$ cat config.mk
export PLATFORM = sky130hd
export DESIGN_NAME = dmx_engine
export DESIGN_NICKNAME = d
export VERILOG_FILES = /design/src/rtl/dmx_pkg.sv /design/src/rtl/dmx_prio.sv /design/src/rtl/dmx_chan.sv /design/src/rtl/dmx_engine.sv
export SDC_FILE = /design/constraint.sdc
export NUM_CORES = 2
export LEC_CHECK = 0
export ABC_AREA = 1
export BUFFER_PORTS_ARGS = -buffer_cell sky130_fd_sc_hd__buf_2
export CAP_MARGIN = 15
export CORE_AREA = 2 2 366 368
export CTS_CLUSTER_SIZE = 25
export DETAILED_ROUTE_END_ITERATION = 8
export DIE_AREA = 0 0 368 370
export PLACE_DENSITY_LB_ADDON = 0.25
export SYNTH_ARGS = -nofsm -noshare
export SYNTH_HDL_FRONTEND = slang
export SYNTH_SLANG_ARGS = --single-unit
$ cat constraint.sdc
create_clock -name clk -period 3.2 [get_ports clk]
set_clock_uncertainty 0.1 [all_clocks]
set_input_delay 0.16 -clock clk [delete_from_list [all_inputs] [get_ports clk]]
set_output_delay 0.16 -clock clk [all_outputs]
set_load 0.05 [all_outputs]
$ cat src/rtl/dmx_pkg.sv
package dmx_pkg;

    typedef enum logic [1:0] {
        TIM_NOW = 2'b00,
        TIM_VBL = 2'b01,
        TIM_HBL = 2'b10,
        TIM_SPC = 2'b11
    } timing_e;

    typedef enum logic [1:0] {
        ADJ_INC     = 2'b00,
        ADJ_DEC     = 2'b01,
        ADJ_FIX     = 2'b10,
        ADJ_INC_RLD = 2'b11
    } adj_e;

    typedef enum logic [1:0] {
        FLD_SRC = 2'd0,
        FLD_DST = 2'd1,
        FLD_CNT = 2'd2,
        FLD_CTL = 2'd3
    } field_e;

    // control word, bit 9 down to bit 0
    typedef struct packed {
        logic    enable;
        logic    irq_en;
        timing_e timing;
        logic    word;
        logic    repeat_on;
        adj_e    src_adj;
        adj_e    dst_adj;
    } ctrl_t;

    typedef enum logic [1:0] {
        PH_IDLE  = 2'd0,
        PH_READ  = 2'd1,
        PH_WRITE = 2'd2
    } phase_e;

endpackage

$ cat src/rtl/dmx_prio.sv
module dmx_prio #(
    parameter int N  = 4,
    parameter int IW = (N > 1) ? $clog2(N) : 1
) (
    input  logic [N-1:0]  req,
    output logic          any,
    output logic [IW-1:0] idx
);
    // lowest index wins
    always_comb begin
        any = |req;
        idx = '0;
        for (int i = N - 1; i >= 0; i--) begin
            if (req[i]) idx = IW'(i);
        end
    end
endmodule

$ cat src/rtl/dmx_chan.sv
module dmx_chan
    import dmx_pkg::*;
#(
    parameter int ADDR_W = 32,
    parameter int CNT_W  = 14
) (
    input  logic              clk,
    input  logic              rst_n,
    input  logic              cfg_we,
    input  field_e            cfg_field,
    input  logic [ADDR_W-1:0] cfg_data,
    input  logic              hblank,
    input  logic              vblank,
    input  logic              step_done,
    output logic              ready,
    output logic [ADDR_W-1:0] src_addr,
    output logic [ADDR_W-1:0] dst_addr,
    output logic              word,
    output logic              immediate,
    output logic              enabled,
    output logic              irq
);
    localparam int CTL_W = $bits(ctrl_t);
    localparam logic [CNT_W-1:0] CNT_MAX = '1;

    typedef struct packed {
        ctrl_t             ctl;
        logic              armed;
        logic              irq;
        logic [ADDR_W-1:0] src_prog;
        logic [ADDR_W-1:0] dst_prog;
        logic [ADDR_W-1:0] src_work;
        logic [ADDR_W-1:0] dst_work;
        logic [CNT_W-1:0]  cnt_prog;
        logic [CNT_W-1:0]  cnt_work;
    } chan_t;

    chan_t q, d;
    logic [CNT_W-1:0]  cnt_load;
    logic [ADDR_W-1:0] delta;
    ctrl_t             ctl_new;
    logic              pulse_hit;

    always_comb begin
        d         = q;
        d.irq     = 1'b0;
        cnt_load  = (q.cnt_prog == '0) ? CNT_MAX : q.cnt_prog;
        delta     = q.ctl.word ? ADDR_W'(4) : ADDR_W'(2);
        ctl_new   = ctrl_t'(cfg_data[CTL_W-1:0]);
        pulse_hit = !q.armed && q.ctl.enable &&
                    ((hblank && q.ctl.timing == TIM_HBL) ||
                     (vblank && q.ctl.timing == TIM_VBL));

        if (step_done) begin
            case (q.ctl.src_adj)
                ADJ_INC: d.src_work = q.src_work + delta;
                ADJ_DEC: d.src_work = q.src_work - delta;
                default: d.src_work = q.src_work;
            endcase
            case (q.ctl.dst_adj)
                ADJ_INC, ADJ_INC_RLD: d.dst_work = q.dst_work + delta;
                ADJ_DEC:              d.dst_work = q.dst_work - delta;
                default:              d.dst_work = q.dst_work;
            endcase
            d.cnt_work = q.cnt_work - CNT_W'(1);
            if (q.cnt_work == CNT_W'(1)) begin
                d.armed = 1'b0;
                if (!q.ctl.repeat_on) begin
                    d.ctl.enable = 1'b0;
                    d.irq        = q.ctl.irq_en;
                end
            end
        end

        if (pulse_hit) begin
            d.armed = 1'b1;
            if (q.ctl.repeat_on) begin
                d.cnt_work = cnt_load;
                if (q.ctl.dst_adj == ADJ_INC_RLD) d.dst_work = q.dst_prog;
            end
        end

        if (cfg_we) begin
            case (cfg_field)
                FLD_SRC: d.src_prog = cfg_data;
                FLD_DST: d.dst_prog = cfg_data;
                FLD_CNT: d.cnt_prog = cfg_data[CNT_W-1:0];
                default: begin
                    d.ctl = ctl_new;
                    if (ctl_new.enable && !q.ctl.enable) begin
                        d.src_work = q.src_prog;
                        d.dst_work = q.dst_prog;
                        d.cnt_work = cnt_load;
                        d.armed    = (ctl_new.timing == TIM_NOW);
                    end
                end
            endcase
        end
    end

    always_ff @(posedge clk or negedge rst_n) begin
        if (!rst_n) q <= '0;
        else        q <= d;
    end

    assign ready     = q.ctl.enable && q.armed;
    assign src_addr  = q.src_work;
    assign dst_addr  = q.dst_work;
    assign word      = q.ctl.word;
    assign immediate = (q.ctl.timing == TIM_NOW);
    assign enabled   = q.ctl.enable;
    assign irq       = q.irq;
endmodule

$ cat src/rtl/dmx_engine.sv
module dmx_engine
    import dmx_pkg::*;
#(
    parameter  int ADDR_W   = 32,
    parameter  int DATA_W   = 32,
    parameter  int NCH      = 4,
    parameter  int CNT_W_LO = 14,
    parameter  int CNT_W_HI = 16,
    localparam int CH_W     = $clog2(NCH)
) (
    input  logic              clk,
    input  logic              rst_n,
    input  logic              cfg_we,
    input  logic [CH_W-1:0]   cfg_chan,
    input  logic [1:0]        cfg_field,
    input  logic [ADDR_W-1:0] cfg_data,
    input  logic              hblank,
    input  logic              vblank,
    output logic              mem_req,
    output logic              mem_we,
    output logic              mem_word,
    output logic [ADDR_W-1:0] mem_addr,
    output logic [DATA_W-1:0] mem_wdata,
    input  logic [DATA_W-1:0] mem_rdata,
    input  logic              mem_ack,
    output logic              cpu_stall,
    output logic [NCH-1:0]    chan_on,
    output logic [NCH-1:0]    irq
);
    typedef struct packed {
        phase_e            phase;
        logic [CH_W-1:0]   ch;
        logic [DATA_W-1:0] data;
    } eng_t;

    eng_t q, d;

    logic [NCH-1:0]             ready_all;
    logic [NCH-1:0]             word_all;
    logic [NCH-1:0]             imm_all;
    logic [NCH-1:0][ADDR_W-1:0] src_all;
    logic [NCH-1:0][ADDR_W-1:0] dst_all;
    logic                       any_ready;
    logic [CH_W-1:0]            grant;
    logic                       step_done;

    assign step_done = (q.phase == PH_WRITE) && mem_ack;

    for (genvar c = 0; c < NCH; c++) begin : g_ch
        localparam int CW = (c == NCH - 1) ? CNT_W_HI : CNT_W_LO;
        dmx_chan #(
            .ADDR_W(ADDR_W),
            .CNT_W (CW)
        ) u_chan (
            .clk      (clk),
            .rst_n    (rst_n),
            .cfg_we   (cfg_we && (cfg_chan == CH_W'(c))),
            .cfg_field(field_e'(cfg_field)),
            .cfg_data (cfg_data),
            .hblank   (hblank),
            .vblank   (vblank),
            .step_done(step_done && (q.ch == CH_W'(c))),
            .ready    (ready_all[c]),
            .src_addr (src_all[c]),
            .dst_addr (dst_all[c]),
            .word     (word_all[c]),
            .immediate(imm_all[c]),
            .enabled  (chan_on[c]),
            .irq      (irq[c])
        );
    end

    dmx_prio #(.N(NCH), .IW(CH_W)) u_prio (
        .req(ready_all),
        .any(any_ready),
        .idx(grant)
    );

    always_comb begin
        d = q;
        case (q.phase)
            PH_IDLE: begin
                if (any_ready) begin
                    d.ch    = grant;
                    d.phase = PH_READ;
                end
            end
            PH_READ: begin
                if (mem_ack) begin
                    d.data  = mem_rdata;
                    d.phase = PH_WRITE;
                end
            end
            PH_WRITE: begin
                if (mem_ack) d.phase = PH_IDLE;
            end
            default: d.phase = PH_IDLE;
        endcase
    end

    always_ff @(posedge clk or negedge rst_n) begin
        if (!rst_n) q <= '0;
        else        q <= d;
    end

    assign mem_req   = (q.phase != PH_IDLE);
    assign mem_we    = (q.phase == PH_WRITE);
    assign mem_addr  = (q.phase == PH_WRITE) ? dst_all[q.ch] : src_all[q.ch];
    assign mem_word  = word_all[q.ch];
    assign mem_wdata = q.data;
    assign cpu_stall = mem_req && imm_all[q.ch];
endmodule

==> results by group <==
Run status
  • Status: complete, no violations

Setup path
  • Critical path fanouts, max: 14
  • Slowest CP cell: dfrtp_1
  • Worst path max stage delay: 0.42 ns
  • Critical Path Most Common Cell: buf_4
  • Worst-path cell chain: buf_4 > nor2_4 > buf_4 > inv_1 > nor2_1 > a2111oi_2 > buf_4 > a31oi_2 > buf_4
  • Setup crit start kind: flip-flop
  • Worst Path Buf+Inv: 5
  • WS Path Type: reg -> out
  • Critical Path RT: 2.94 ns
  • Crit path max-delay family: buffers and inverters
  • Critical path endpoint category: output port
  • CP arrival: 2.94 ns

Yosys
  • Top FF cell, synth: dfrtp_1
  • Synth top area cells: dfrtp_1 39%, nand2_1 14%, o21ai_0 7.2%
  • Register area share after synthesis: 38.75%
  • Post-synth ARST share: 100.0%
  • Most frequent cell after synthesis: nand2_1
  • Synth top area share: 38.75%
  • Post-synth EDFFs: 0
  • Post-synth cell types: 58
  • Syn Std Cell Area: 45990 um^2
  • Syn nets: 6712
  • Leading area contributor after synthesis: dfrtp_1
  • Commonest cells post-synth: 1736 x nand2_1, 712 x dfrtp_1, 665 x o21ai_0
  • Synth Register Bits: 712
  • Synth Area per Inst: 7.081 um^2
  • Synth Warn #: 0
  • Cell count after synthesis: 6494

CTS
  • CTS tree: done
  • Clock Latency Late Sink: 0.72 ns
  • CTS max path bufs: 3
  • Clk root buf: clkbuf_16
  • Cts bufs inserted: 86
  • CTS Sinks: 712
  • Worst-path clk slew: 0.06 ns
  • H-tree depth: 3

Timing
  • Worst Tran Pin Value: 1.285 ns
  • Hold Vio Cnt, Final: 0
  • RSZ-0062 raised after global routing: yes
  • Slew headroom: 14.32%
  • Max Transition Viols Final: 0
  • Final hold slack: 0.04721 ns
  • Final setup viols: 0
  • Fin crit share: 99.87%
  • Fmax: 312.9 MHz
  • Tmin final: 3.196 ns

Floorplanning
  • Core Rows: 134
  • Die Area: 136200 um^2
  • Die H: 370 um
  • Core area: 132500 um^2
  • Die W: 368 um
  • Num ports: 150
  • Starting density of the core: 34.72%

Finish
  • Layout cells sized above 1: 8.931%
  • Nets: 6880
  • Cell Count, Final, Fillers Out: 8515
  • Area grow syn2layout: 15.38%
  • Final Util: 40.06%
  • Fill cells: 14.01k

Power
  • Max VDD drop: 1.160 mV
  • Internal power: 26.50 mW
  • Seq pwr share: 29.7%
  • Comb power frac: 50.0%
  • Clock power share: 20.3%
  • PwrDens: 989.4 nW/um^2
  • Leak: 25.67 nW
  • Switching Fraction: 49.52%
  • Psw: 26.00 mW

Placed design
  • Placer Congestion: 1.010
  • DP Cell Count: 8268
  • IO Port Bufs: 149
  • HPWL after DPL: 141800 um

Routing
  • DR WL/cell: 22.79 um
  • Via count: 46.66k
  • Antenna-violating nets left: 0
  • First-pass iteration count of the detailed router: 8
  • DR iter-0 viols: 4980
  • DRC violations left: 0
  • Routed WL: 194000 um
  • Via-per-instance ratio: 5.480

Hold path
  • Worst Hold Class: in -> reg

GRT
  • Gr ovfl total: 0
  • Initial antenna violation count: 29
  • Vias in the first global route: 43.11k
  • Total track usage: 27.98%
  • First-pass GRT wire length: 286400 um
  • Largest net degree at the start of global routing: 95

Flow run
  • Maxcap violations: 0
## cell usage in the layout (no fill, tap or decap), drive strengths merged, types with 10 or more instances in the layout
master       instances
a211oi              14
a21o                20
a21oi              619
a221oi              28
a22oi               10
a31oi               32
a41oi               78
buf                305
bufinv              11
clkbuf             115
clkinv              23
dfrtp              712
diode               18
dlygate4sd3         66
ha                 144
inv                627
mux2                32
nand2             1740
nand3              321
nand3b              27
nand4               78
nor2               631
nor3                58
nor4                36
o21a                27
o21ai              672
o21bai              21
o22ai               67
or2                 19
xnor2               48
xor2                85
## registers in the layout (all words and copies together) (netlist names)
signal                flops
g_ch.u_chan.dst_addr    128
g_ch.u_chan.enabled       4
g_ch.u_chan.irq           4
g_ch.u_chan.q           408
g_ch.u_chan.src_addr    128
g_ch.u_chan.word          4
mem_wdata                32
q                         4
## final cells by class
class                           instances  area [um^2]  area share [%]
Clock inverter                         43        538.0           1.014
Timing Repair Buffer                  374         2964           5.586
Inverter                              626         2359           4.445
Sequential cell                       712        17820           33.58
Tap cell                             1768         2212           4.169
Antenna cell                           18        45.04         0.08489
Multi-Input combinational cell       4862        24650           46.45
Clock buffer                          112         2475           4.664
## metrics by stage
step	total power, mW	instance area, um^2	worst slack (ns)	TNS (ns)
6_report	52.50	53060	0.004094	0
5_1_grt	55.77	53020	-0.01869	-0.03354
4_1_cts	51.94	52890	-0.03792	-0.08010
3_5_place_dp	40.86	49070	-0.007587	-0.007587
3_3_place_gp	40.66	49040	0.02914	0
2_1_floorplan	31.97	45990	0.3030	0
## power groups by stage
stage	Combinational [mW]	Sequential, mW	Clock (mW)
global placement	25.1	15.6	0
detailed placement	25.3	15.6	0
floorplan	18.0	14.0	0
CTS	25.6	15.5	10.9
global route	28.6	15.9	11.2
finish	26.2	15.6	10.7
## kinds of logic after synthesis
group,after synthesis,synth area share [%]
AOI/OAI and AO/OA,1627,19.66
and+or+nand+nor,2926,26.22
xor gates and xnor gates,133,2.615
muxes,32,0.7836
buffers and inverters,920,8.062
adders and majority gates,144,3.918
DFF,712,38.75
## path summary, 6_finish.rpt
path / depth (start not counted) / end / from / slack (ns)
min in group asynchronous: 3 / g_ch[1].u_chan.q[120]$_DFFE_PN0P_ / rst_n / 0.11
min: 3 / g_ch[3].u_chan.q[106]$_DFFE_PN0P_ / cfg_data[10] / 0.05
max in group asynchronous: 4 / g_ch[0].u_chan.q[125]$_DFFE_PN0P_ / rst_n / 2.20
max reg2reg: 9 / g_ch[1].u_chan.q[13]$_DFF_PN0_ / q[33]$_DFFE_PN0P_ / 0.24
max: 9 / mem_addr[22] / q[32]$_DFFE_PN0P_ / 0.004
min reg2reg: 2 / g_ch[2].u_chan.src_addr[6]$_DFF_PN0_ / g_ch[2].u_chan.q[130]$_DFFE_PN0P_ / 0.37
## metal layers
layer  GRT usage [%]  part of all wire, %  vias up
li1                -                    -    22070
met1           40.63                   45    22370
met2           40.59                   42     1907
met3           5.547                  9.3      302
met4           10.86                  3.8       14
met5               0                0.049        -
## worst reg2reg max path, stage by stage, from the launching register on
cell and delay [ns]:
dfrtp_2 0.48, nor2_4 0.28, nand3_1 0.52, nor4_1 0.51, nand3_1 0.25, nor2_1 0.25, nand2_1 0.10, xor2_1 0.15
o22ai_1 0.12, inv_1 0.05
## timing repair
item / CTS / global route
gates cloned: 0 / 0
gates resized for setup: 29 / 22
hold endpoints to repair: 777 / 0
pin swaps: 7 / 3
buffers inserted: 5 / 0
hold buffers: 67 / 0
endpoints found under the setup margin: 30 / 20
No activity file was read; power rests on OpenSTA's default activity.
